## src/rtl/cdiv_pkg.sv

```systemverilog
package cdiv_pkg;

  // word addresses on the register bus
  localparam int REG_STAT = 0;
  localparam int REG_DIV  = 1;
  localparam int REG_EN   = 2;

  // status bit positions that software polls (both show busy)
  localparam int BUSY_LO = 3;
  localparam int BUSY_HI = 4;

  typedef enum logic [1:0] {
    ST_IDLE = 2'd0,
    ST_WAIT = 2'd1,
    ST_HOLD = 2'd2
  } upd_state_t;

endpackage

```

## src/rtl/cdiv_decode.sv

```systemverilog
module cdiv_decode #(
  parameter int DIV_W = 5,
  parameter int CNT_W = 6
) (
  input  logic [DIV_W-1:0] field_i,
  output logic [CNT_W-1:0] ratio_o
);

  generate
    if (DIV_W == 6) begin : g_wide
      // bit 5 scales the low five bits by 64; a zero result means maximum
      logic [CNT_W-1:0] raw;
      always_comb begin
        if (field_i[5]) raw = CNT_W'({field_i[4:0], 6'b000000});
        else            raw = CNT_W'(field_i);
        if (raw == '0)  ratio_o = CNT_W'(64);
        else            ratio_o = raw;
      end
    end else begin : g_plain
      always_comb begin
        if (field_i == '0) ratio_o = CNT_W'(1 << DIV_W);
        else               ratio_o = CNT_W'(field_i);
      end
    end
  endgenerate

endmodule

```

## src/rtl/cdiv_period.sv

```systemverilog
module cdiv_period #(
  parameter int CNT_W     = 6,
  parameter int RESET_DIV = 32
) (
  input  logic             clk,
  input  logic             rst,
  input  logic             src_ce_i,
  input  logic             gate_on_i,
  input  logic             upd_req_i,
  input  logic [CNT_W-1:0] new_ratio_i,
  output logic             upd_done_o,
  output logic             tick_o
);

  logic [CNT_W-1:0] cnt_q;
  logic [CNT_W-1:0] act_q;
  logic             last;
  logic             tick_q;

  assign last       = (cnt_q == act_q - CNT_W'(1));
  // the switch point is the final parent pulse of an output period
  assign upd_done_o = src_ce_i && last && upd_req_i;
  assign tick_o     = tick_q;

  always_ff @(posedge clk) begin
    if (rst) begin
      cnt_q  <= '0;
      act_q  <= CNT_W'(RESET_DIV);
      tick_q <= 1'b0;
    end else begin
      tick_q <= src_ce_i && last && gate_on_i;
      if (src_ce_i) begin
        if (last) begin
          cnt_q <= '0;
          if (upd_req_i) act_q <= new_ratio_i;
        end else begin
          cnt_q <= cnt_q + CNT_W'(1);
        end
      end
    end
  end

endmodule

```

## src/rtl/cdiv_regs.sv

```systemverilog
module cdiv_regs
  import cdiv_pkg::*;
#(
  parameter int ADDR_W   = 4,
  parameter int DATA_W   = 32,
  parameter int DIV_W    = 5,
  parameter int EN_BIT   = 2,
  parameter int HOLD_CYC = 4
) (
  input  logic              clk,
  input  logic              rst,
  input  logic [ADDR_W-1:0] bus_addr_i,
  input  logic              bus_wr_i,
  input  logic              bus_rd_i,
  input  logic [DATA_W-1:0] bus_wdata_i,
  output logic [DATA_W-1:0] bus_rdata_o,
  output logic [DIV_W-1:0]  div_field_o,
  output logic              gate_on_o,
  output logic              upd_req_o,
  input  logic              upd_done_i,
  output logic              busy_o
);

  localparam int HOLD_W = $clog2(HOLD_CYC + 1);

  upd_state_t        st_q;
  logic [HOLD_W-1:0] hold_q;
  logic [DIV_W-1:0]  div_q;
  logic [DATA_W-1:0] en_q;
  logic [DATA_W-1:0] rd_mux;
  logic [DATA_W-1:0] rdata_q;
  logic              hit_stat, hit_div, hit_en;

  assign hit_stat = (bus_addr_i == ADDR_W'(REG_STAT));
  assign hit_div  = (bus_addr_i == ADDR_W'(REG_DIV));
  assign hit_en   = (bus_addr_i == ADDR_W'(REG_EN));

  assign busy_o      = (st_q != ST_IDLE);
  assign upd_req_o   = (st_q == ST_WAIT);
  assign div_field_o = div_q;
  assign gate_on_o   = en_q[EN_BIT];
  assign bus_rdata_o = rdata_q;

  always_ff @(posedge clk) begin
    if (rst) begin
      st_q   <= ST_IDLE;
      hold_q <= '0;
      div_q  <= '0;
      en_q   <= '0;
    end else begin
      if (bus_wr_i && hit_en) en_q <= bus_wdata_i;
      case (st_q)
        ST_IDLE: begin
          if (bus_wr_i && hit_div) begin
            div_q <= bus_wdata_i[DIV_W-1:0];
            st_q  <= ST_WAIT;
          end
        end
        ST_WAIT: begin
          if (upd_done_i) begin
            st_q   <= ST_HOLD;
            hold_q <= HOLD_W'(HOLD_CYC - 1);
          end
        end
        ST_HOLD: begin
          if (hold_q == '0) st_q <= ST_IDLE;
          else              hold_q <= hold_q - HOLD_W'(1);
        end
        default: st_q <= ST_IDLE;
      endcase
    end
  end

  always_comb begin
    rd_mux = '0;
    if (hit_stat) begin
      rd_mux[BUSY_LO] = busy_o;
      rd_mux[BUSY_HI] = busy_o;
    end else if (hit_div) begin
      rd_mux[DIV_W-1:0] = div_q;
    end else if (hit_en) begin
      rd_mux = en_q;
    end
  end

  always_ff @(posedge clk) begin
    if (rst)           rdata_q <= '0;
    else if (bus_rd_i) rdata_q <= rd_mux;
  end

endmodule

```

## src/rtl/gated_clk_divider.sv

```systemverilog
module gated_clk_divider #(
  parameter int ADDR_W   = 4,
  parameter int DATA_W   = 32,
  parameter int DIV_W    = 5,
  parameter int EN_BIT   = 2,
  parameter int HOLD_CYC = 4
) (
  input  logic              clk,
  input  logic              rst,
  input  logic              src_ce_i,
  input  logic [ADDR_W-1:0] bus_addr_i,
  input  logic              bus_wr_i,
  input  logic              bus_rd_i,
  input  logic [DATA_W-1:0] bus_wdata_i,
  output logic [DATA_W-1:0] bus_rdata_o,
  output logic              div_ce_o
);

  localparam int ZERO_DIV = 1 << DIV_W;
  localparam int MAX_DIV  = (DIV_W == 6) ? 64 * 31 : ZERO_DIV;
  localparam int CNT_W    = $clog2(MAX_DIV + 1);

  logic [DIV_W-1:0] div_field;
  logic [CNT_W-1:0] ratio;
  logic             gate_on;
  logic             upd_req;
  logic             upd_done;
  logic             busy;

  cdiv_regs #(
    .ADDR_W  (ADDR_W),
    .DATA_W  (DATA_W),
    .DIV_W   (DIV_W),
    .EN_BIT  (EN_BIT),
    .HOLD_CYC(HOLD_CYC)
  ) u_regs (
    .clk        (clk),
    .rst        (rst),
    .bus_addr_i (bus_addr_i),
    .bus_wr_i   (bus_wr_i),
    .bus_rd_i   (bus_rd_i),
    .bus_wdata_i(bus_wdata_i),
    .bus_rdata_o(bus_rdata_o),
    .div_field_o(div_field),
    .gate_on_o  (gate_on),
    .upd_req_o  (upd_req),
    .upd_done_i (upd_done),
    .busy_o     (busy)
  );

  cdiv_decode #(
    .DIV_W(DIV_W),
    .CNT_W(CNT_W)
  ) u_decode (
    .field_i(div_field),
    .ratio_o(ratio)
  );

  cdiv_period #(
    .CNT_W    (CNT_W),
    .RESET_DIV(ZERO_DIV)
  ) u_period (
    .clk        (clk),
    .rst        (rst),
    .src_ce_i   (src_ce_i),
    .gate_on_i  (gate_on),
    .upd_req_i  (upd_req),
    .new_ratio_i(ratio),
    .upd_done_o (upd_done),
    .tick_o     (div_ce_o)
  );

endmodule

```

## config.mk

```make
export PLATFORM = sky130hd
export DESIGN_NAME = gated_clk_divider
export DESIGN_NICKNAME = d
export VERILOG_FILES = /design/src/rtl/cdiv_pkg.sv /design/src/rtl/cdiv_decode.sv /design/src/rtl/cdiv_period.sv /design/src/rtl/cdiv_regs.sv /design/src/rtl/gated_clk_divider.sv
export SDC_FILE = /design/constraint.sdc
export NUM_CORES = 1
export LEC_CHECK = 0
export ABC_AREA = 1
export BUFFER_PORTS_ARGS = -buffer_cell sky130_fd_sc_hd__buf_2
export CAP_MARGIN = 20
export CELL_PAD_IN_SITES_DETAIL_PLACEMENT = 1
export CELL_PAD_IN_SITES_GLOBAL_PLACEMENT = 1
export CORE_MARGIN = 4
export CORE_UTILIZATION = 35
export DETAILED_ROUTE_END_ITERATION = 8
export PLACE_DENSITY_LB_ADDON = 0.1
export SKIP_CTS_REPAIR_TIMING = 1
export SLEW_MARGIN = 40
export SYNTH_ARGS = -nofsm -noshare
export SYNTH_HDL_FRONTEND = slang
export SYNTH_SLANG_ARGS = --single-unit
```

## constraint.sdc

```tcl
create_clock -name clk -period 1.7 [get_ports clk]
set_input_delay 0.255 -clock clk [delete_from_list [all_inputs] [get_ports clk]]
set_output_delay 0.255 -clock clk [all_outputs]
set_load 0.01 [all_outputs]
```

Yosys cells after proc, flatten, opt, wreduce, memory -nomap -nowiden
Index checks and enable logic that the tools add are counted.
Storage, ports and cells
  flip-flop bits (word level): 87
  input port bits: 41
  output and inout port bits: 33
Cells by class
  $add $sub $neg: 3
  eq/ne operators: 9
  muxes and demuxes: 15
  reductions and logical operators: 15
Operators by type and width (number)
  $mux W27: 2
  $mux W32: 1
  $mux W6: 2
  $mux W3: 3
  $reduce_and A3 Y1: 3
  $mux W2: 4
  $add A6 B1 Y6 const B: 1
  $eq A6 B6 Y1: 1
  $pmux W2 S3: 1
  $pmux W3 S2: 1
  $sub A6 B1 Y6 const B: 1
  $logic_and A1 B1 Y1: 5
  $logic_not A5 Y1: 1
  $mux W5: 1
  $eq A4 B1 Y1 const B: 1
  $eq A4 B2 Y1 const B: 1
  $logic_not A4 Y1: 1
  $ne A2 B1 Y1 const B: 2
  $ne A2 B2 Y1 const B: 2
  $reduce_bool A2 Y1: 2
  $logic_not A3 Y1: 1
  $sub A3 B1 Y3 const B: 1
  $eq A2 B1 Y1 const B: 1
  $eq A2 B2 Y1 const B: 1
  other kinds (2): 2

Longest topological paths before layout
Gate-level depths: netlist of run 1.
  depth in word-level cells: 6
  depth in mapped cells: 14
  mapped depth without buffers: 14

Cells and area by module
A second synthesis of run 1 with hierarchy kept.
Second synthesis, totals
  cells, all modules: 582
  area total of the unflattened synthesis: 3910.0 um^2
By module, submodules not included
  cdiv_regs: instances 1, cells each 444, area each 3070.4 um^2
  cdiv_period: instances 1, cells each 126, area each 794.5 um^2
  cdiv_decode: instances 1, cells each 12, area each 45.0 um^2

Least setup slack after synthesis of run 1
Ideal clock, no wire load.
  path type: reg2reg
  from: register u_period.act_q[0]
  to: register u_regs.hold_q[2]
  arrival time: 1548 ps
  slack: 21 ps
  stages on the path, launching flop included: 13
  path buffers: 1
  period minus slack after synthesis: 1679 ps
  cells stage by stage: dfxtp_1 > inv_2 > ha_1 > inv_1 > nand2_1 > nand2_1 > nor2_2 > nand3_2 > nor2_4 > nand4_4 > buf_6 > nand3_1 > a21oi_2
Between the ends
  word-level cells in the longest chain between the ends: 6
Ends and longest elaborated chain
  start: declaration: RTL line cdiv_period.sv:16  | logic [CNT_W-1:0] act_q;
  start signal: assignment: RTL line cdiv_period.sv:28  | act_q <= CNT_W'(RESET_DIV);
  start signal: assignment: RTL line cdiv_period.sv:35  | if (upd_req_i) act_q <= new_ratio_i;
  $sub A6 B1 Y6: RTL line cdiv_period.sv:20  | assign last = (cnt_q == act_q - CNT_W'(1));
  $eq A6 B6 Y1: RTL line cdiv_period.sv:20
  $logic_and A1 B1 Y1 (2 in a row): RTL line cdiv_period.sv:22  | assign upd_done_o = src_ce_i && last && upd_req_i;
  $ne A2 B2 Y1 (no line)
  $reduce_and A3 Y1 (no line)
  end signal: assignment: RTL line cdiv_regs.sv:62  | hold_q <= HOLD_W'(HOLD_CYC - 1);
  end signal: assignment: RTL line cdiv_regs.sv:67  | else hold_q <= hold_q - HOLD_W'(1);
  end: declaration: RTL line cdiv_regs.sv:27  | logic [HOLD_W-1:0] hold_q;
Every way passes these cells.
A chain may end at the register's enable or synchronous reset.

Final worst setup path of run 1
  from: register u_period.act_q[1]
  to: register u_period.act_q[4]
Between the ends
  word-level cells in the longest chain between the ends: 3
Ends and longest elaborated chain (RTL line)
  $sub A6 B1 Y6: cdiv_period.sv:20
  $eq A6 B6 Y1: cdiv_period.sv:20
  $reduce_and A3 Y1 (no line)
Every way passes these cells.

==> results of run 1 <==
per-stage QoR:
step	util [%]	setup slack (ns)	instances	cell area (µm²)
after floorplan	-	0.02147	476	3588
after global placement	41.73	-0.03476	664	4116
after detailed placement	41.73	-0.1341	664	4116
after CTS	43.87	-0.1638	680	4328
after global routing	44.74	-0.1582	683	4413
final	44.74	-0.04704	683	4413
synthesized netlist by cell type:
library cell / count
nand2_1: 111
dfxtp_1: 87
a21oi_1: 76
nand3_1: 44
inv_1: 39
o21ai_0: 39
clkbuf_1: 20
nor2_1: 10
buf_2: 9
o22ai_1: 5
ha_1: 4
inv_2: 4
nor2_2: 3
xor2_1: 3
nand2_2: 2
nand4_1: 2
nor3_1: 2
nor4_1: 2
o221a_2: 2
xnor2_1: 2
a21oi_2: 1
buf_6: 1
nand2_4: 1
nand3_2: 1
nand4_4: 1
nor2_4: 1
nor3b_1: 1
o211ai_1: 1
or2_1: 1
or2_2: 1
report_power, final:
part | switching, mW | total [mW] | leakage, nW | internal, mW
sequential | 0.0278 | 2.12 | 0.708 | 2.09
combinational | 0.183 | 0.298 | 1.03 | 0.115
clock | 0.792 | 1.53 | 0.108 | 0.742
final timing paths:
path / from / endpoint / slack, ns / depth (start not counted)
max: u_period.act_q[1]$_SDFFE_PP0P_ / u_period.act_q[4]$_SDFFE_PP0P_ / -0.05 / 12
min: bus_wdata_i[15] / u_regs.en_q[15]$_SDFFE_PP0P_ / 0.17 / 3
max reg2reg: u_period.act_q[1]$_SDFFE_PP0P_ / u_period.act_q[4]$_SDFFE_PP0P_ / -0.05 / 12
min reg2reg: u_regs.en_q[21]$_SDFFE_PP0P_ / u_regs.bus_rdata_o[21]$_SDFFE_PP0P_ / 0.45 / 2
worst max-delay path: stages (launching register included):
cell and delay [ns]:
dfxtp_2 0.35, inv_2 0.05, ha_4 0.26, inv_2 0.03, nand2_1 0.06, nand2_1 0.06
nor2_2 0.08, nand3_2 0.09, nor2_4 0.15, nand4_4 0.20, inv_4 0.15, nand2_1 0.09
a21oi_2 0.13
state kept, by name (all words and copies together), names as in the netlist:
signal,cells
u_regs.bus_rdata_o,32
u_regs.en_q,32
u_period.act_q,6
u_period.cnt_q,6
u_regs.div_field_o,5
u_regs.hold_q,3
u_regs.st_q,2
u_period.tick_o,1
kinds of logic after synthesis:
| logic type | after synthesis | share of synthesized area, % |
|---|---|---|
| fa+ha+maj | 4 | 1.395 |
| compound gates | 124 | 17.99 |
| flops | 87 | 48.54 |
| buf+inv | 73 | 8.159 |
| simple gates | 183 | 22.70 |
| xor+xnor | 5 | 1.221 |
routing by layer:
layer | global-route usage, % | part of all wire [%] | up-vias
met1 | 23.31 | 47 | 1620
li1 | - | - | 1703
met5 | 0 | 0.069 | -
met4 | 5.521 | 1.3 | 2
met3 | 4.144 | 4.3 | 12
met2 | 29.34 | 48 | 56
final cells by class:
cell class	instances	area [µm²]
Tap cell	133	166.4
Inverter	43	163.9
Sequential cell	87	1744
Timing Repair Buffer	87	508.0
Multi-Input combinational cell	317	1619
Clock inverter	6	73.82
Clock buffer	10	137.6
Fill cell	1259	5451
==> metrics.txt, run 1 <==
most frequent cells in the layout nand2_1 (108), dfxtp_1 (85), a21oi_1 (73), buf_2 (73), nand3_1 (42); post-synthesis cell area 3588 µm²; setup_tns -0.07841 ns; Yosys reg bits 87; CTS clk-pin slew, worst paths 0.09 ns; number of failing hold endpoints at the final stage 0; clk_lat worst skew 0.35 ns; Routed Wire Length 10100 µm; initial antenna violation count 1; crit end category flip-flop; failing checks negative setup slack; iteration-0 DRC count of the detailed router 145; port buffer count 73; Cell Pwr Density 894.4 nW/µm²; Yosys top cell area share about half; TritonCTS Buffers 9; Die ar. 11940 µm²; cell row count 36; post-DP HPWL 6924 µm; CP arrival 2.02 ns; clock sink total 87; Max Cap Viol 0; Pleak about 1.8 nW; Total GRT Usage around 18%; Slew @ Worst Pin 0.4711 ns; total chip power 3.947 mW; # DRC 0; RSZ-0062 raised after global routing true; Worst Slack Setup Final -0.04704 ns; Post-Syn Instances 476; number of global-route vias before repair 3522; GPL Wtd Cong around 0.77; element type at the critical path start flip-flop; Avg WL per Cell roughly 15 µm; gr ovfl total 0; core area approximately 9900 µm²; Ys Warns 0; Hold WC Path Type in -> reg; Setup CP Type reg -> reg; CTS max path bufs 2; run status finished, violations left; drt pass-1 iters 4; Die Height 109.3 µm; Cell variety after synth 30; Layout area overhead 22.98%; Via density 4.968; commonest non-fill, non-tap cell in the layout nand2_1; fin. max-slew vios 0; largest net degree at the start of global routing 62; Critical Path RT 1.97 ns; H-Tree Level Count 3; IO Count 74; fmax between 500 and 600 MHz; final-report setup violation count 3; crit path time final 1.747 ns; fraction of layout cells with a size suffix above 1 24.73%; syn_area_per_cell 7.539 µm²; Die Wd approximately 110 µm; VDD IR max around 0.00044 V; sequential share of the synthesized area 48.54%; syn nets about 520; Synth area leader dfxtp_1; Antenna diodes 0; CTS tree yes; Root Driver clkbuf_8; Critical Path Fanout Max 7; final hold slack 0.1663 ns; DR vias around 3400; initial core utilization 36.38%; Max-slew headroom 68.59%; # nets final 590; top cells by area, synth dfxtp_1 (49%), nand2_1 (12%), a21oi_1 (11%); period utilization 102.8%; Clock Skew around 0.011 ns; ANT nets after route 0; first-pass GRT wire length 16950 µm
(Power assumes the default switching activity.)
==> run 2, diff against run 1 <==
--- a/config.mk
+++ b/config.mk
@@ -6,13 +6,13 @@
 export NUM_CORES = 1
 export LEC_CHECK = 0
 export ABC_AREA = 1
-export BUFFER_PORTS_ARGS = -buffer_cell sky130_fd_sc_hd__buf_2
 export CAP_MARGIN = 20
 export CELL_PAD_IN_SITES_DETAIL_PLACEMENT = 1
 export CELL_PAD_IN_SITES_GLOBAL_PLACEMENT = 1
 export CORE_MARGIN = 4
-export CORE_UTILIZATION = 35
+export CORE_UTILIZATION = 40
 export DETAILED_ROUTE_END_ITERATION = 8
+export DONT_BUFFER_PORTS = 1
 export PLACE_DENSITY_LB_ADDON = 0.1
 export SKIP_CTS_REPAIR_TIMING = 1
 export SLEW_MARGIN = 40
==> run 2 against run 1 <==
Net effect:
- critical endpoint is now u_period.act_q[5]$_SDFFE_PP1P_
- clock power hardly changed
- clock skew is 0.0010 ns higher
- largest power group unchanged
- critical path type unchanged
- the flow still finishes with violations (negative setup slack)
- sequential power hardly changed
- die area is 12% lower
- global-route usage is 1.2 points higher
- cell area is 8.0% lower
==> metrics.txt, run 2 (synthesized netlist as in run 1, its figures left out) <==
run status finished, violations left; failing checks negative setup slack; FF-to-FF setup slack -0.03 ns; FF+latch area ~1700 µm²; Max-slew headroom roughly 67%; IO Count 74; fmax 579.0 MHz; HP Start bus_rd_i; Critical Path Fanout Max 6; commonest non-fill, non-tap cell in the layout nand2_1; element type at the critical path start flip-flop; VDD IR max 0.0004124 V; switching fraction of total power between 20 and 25%; Die Wd between 100 and 150 µm; RSZ-0062 raised after global routing true; Pleak 1.535 nW; Hold WC Path Type in -> reg; Reg power frac between 50% and 60%; Antenna diodes 0; Finished Layout Cells 589; Die ar. 10550 µm²; drt pass-1 iters 4; P_sw approximately 950 µW; Final Cell Area 4059 µm²; Routed Wire Length roughly 10000 µm; Min-Delay Endpoint u_regs.bus_rdata_o[0]$_SDFFE_PP0P_; Slew @ Worst Pin 0.4952 ns; first-pass GRT wire length approximately 16000 µm; CTS max path bufs 2; Total GRT Usage 19.10%; period utilization 101.6%; ANT nets after route 0; Clock Skew 0.01244 ns; most frequent cells in the layout nand2_1 (110), dfxtp_1 (85), a21oi_1 (74); Max stage delay on crit path approximately 0.35 ns; largest net degree at the start of global routing 62; pre-CTS setup slack -0.09629 ns; Min-Delay Path Depth 2; crit path buf inv count 2; H-Tree Level Count 3; initial core utilization 41.15%; CP top delay family simple AND/OR/NAND/NOR gates; Root Driver clkbuf_8; Worst Slack Setup Final -0.02723 ns; layout filler cell count 1099; most frequent CP cell nand2_1; number of failing hold endpoints at the final stage 0; Reg-to-Reg Start u_period.act_q[2]$_SDFFE_PP0P_; placed cell count 564; # DRC 0; fin. max-slew vios 0; Crit-path slowest cell dfxtp_1; Via density 5.385; Cell Pwr Density 954.2 nW/µm²; post-DP HPWL 6556 µm; CTS tree yes; Placed Area 3680 µm²; initial antenna violation count 0; cell row count 34; part of the power in the clock network 40.2%; # nets final ~520; core area 8721 µm²; CP cell instances inv_2 -> nand2_1 -> nor2_2 -> nand2_1 -> nand2_1 -> nand2_1 -> nor2_4 -> nand4_4 -> buf_6 -> nor2_4 -> nand2_1 -> nand3_1; clock sink total 87; final-report setup violation count 5; Max Cap Viol 0; CTS clk-pin slew, worst paths 0.10 ns; final core utilization a little under half; clk_lat worst skew between 0.3 and 0.4 ns; gr ovfl total 0; worst reg2reg path depth 12; CP arrival 2.03 ns; Avg WL per Cell ~17 µm; crit path time final around 1.7 ns; total chip power about 3.9 mW; P_int roughly 3 mW; logic gate share of total power under 10%; DR vias 3172; iteration-0 DRC count of the detailed router 139; TritonCTS Buffers 9; Die Height 102.7 µm; fraction of layout cells with a size suffix above 1 between 10% and 20%; Layout area overhead 13.11%; Setup CP Type reg -> reg; Multi-input gate area around 1600 µm²; GPL Wtd Cong 0.8074; number of global-route vias before repair 3178; port buffer count 0; worst flop-to-flop path endpoint u_period.act_q[5]$_SDFFE_PP1P_; Critical Path RT 2.00 ns; crit end category flip-flop
-- run 2: worst max-delay path by stage --
stage                                          end                            from  cells past startpoint  slack [ns]
global placement    u_period.act_q[0]$_SDFFE_PP0P_  u_period.act_q[0]$_SDFFE_PP0P_                     12       -0.02
CTS                 u_period.act_q[3]$_SDFFE_PP0P_  u_period.act_q[0]$_SDFFE_PP0P_                     11       -0.12
floorplan            u_regs.hold_q[2]$_SDFFE_PP0P_  u_period.act_q[0]$_SDFFE_PP0P_                     12        0.02
finish              u_period.act_q[5]$_SDFFE_PP1P_  u_period.act_q[2]$_SDFFE_PP0P_                     12       -0.03
global route         u_regs.hold_q[2]$_SDFFE_PP0P_  u_period.act_q[2]$_SDFFE_PP0P_                     12       -0.20
detailed placement  u_period.act_q[5]$_SDFFE_PP1P_  u_period.act_q[1]$_SDFFE_PP0P_                     12        -0.1
-- run 2: worst reg2reg max path: stages (launching register included) --
cell	delay, ns
dfxtp_1	0.35
inv_2	0.09
nand2_1	0.07
nor2_2	0.16
nand2_1	0.08
nand2_1	0.08
nand2_1	0.09
nor2_4	0.16
nand4_4	0.18
buf_6	0.18
nor2_4	0.10
nand2_1	0.06
nand3_1	0.08
-- run 2: through the flow --
step	TNS [ns]	hold WS, ns
6_report	-0.05899	0.04365
5_1_grt	-2.238	0.02845
2_1_floorplan	0	0.4201
3_5_place_dp	-0.7485	0.3272
3_3_place_gp	-0.07285	0.3272
4_1_cts	-1.002	-0.06076
-- run 2: power by group through the flow --
stage	Sequential (mW)	Combinational (mW)	Clock (mW)
2_1_floorplan	2.17	0.144	0
3_3_place_gp	2.19	0.132	0
3_5_place_dp	2.19	0.136	0
4_1_cts	2.14	0.138	1.62
5_1_grt	2.15	0.204	1.71
6_report	2.14	0.177	1.56
-- run 2: routing by layer --
layer / track usage [%] / part of all wire [%]
met5: 0 / 0
met4: 4.541 / 1.9
met3: 7.307 / 6.4
met2: 31.18 / 49
met1: 23.90 / 43
-- run 2: cell type report --
cell class / instances / share of cell area [%]
Multi-Input combinational cell: 316 / 39.52
Timing Repair Buffer: 19 / 4.901
Tap cell: 108 / 3.329
Clock buffer: 11 / 3.730
Clock inverter: 5 / 1.572
Inverter: 43 / 3.977
Sequential cell: 87 / 42.97
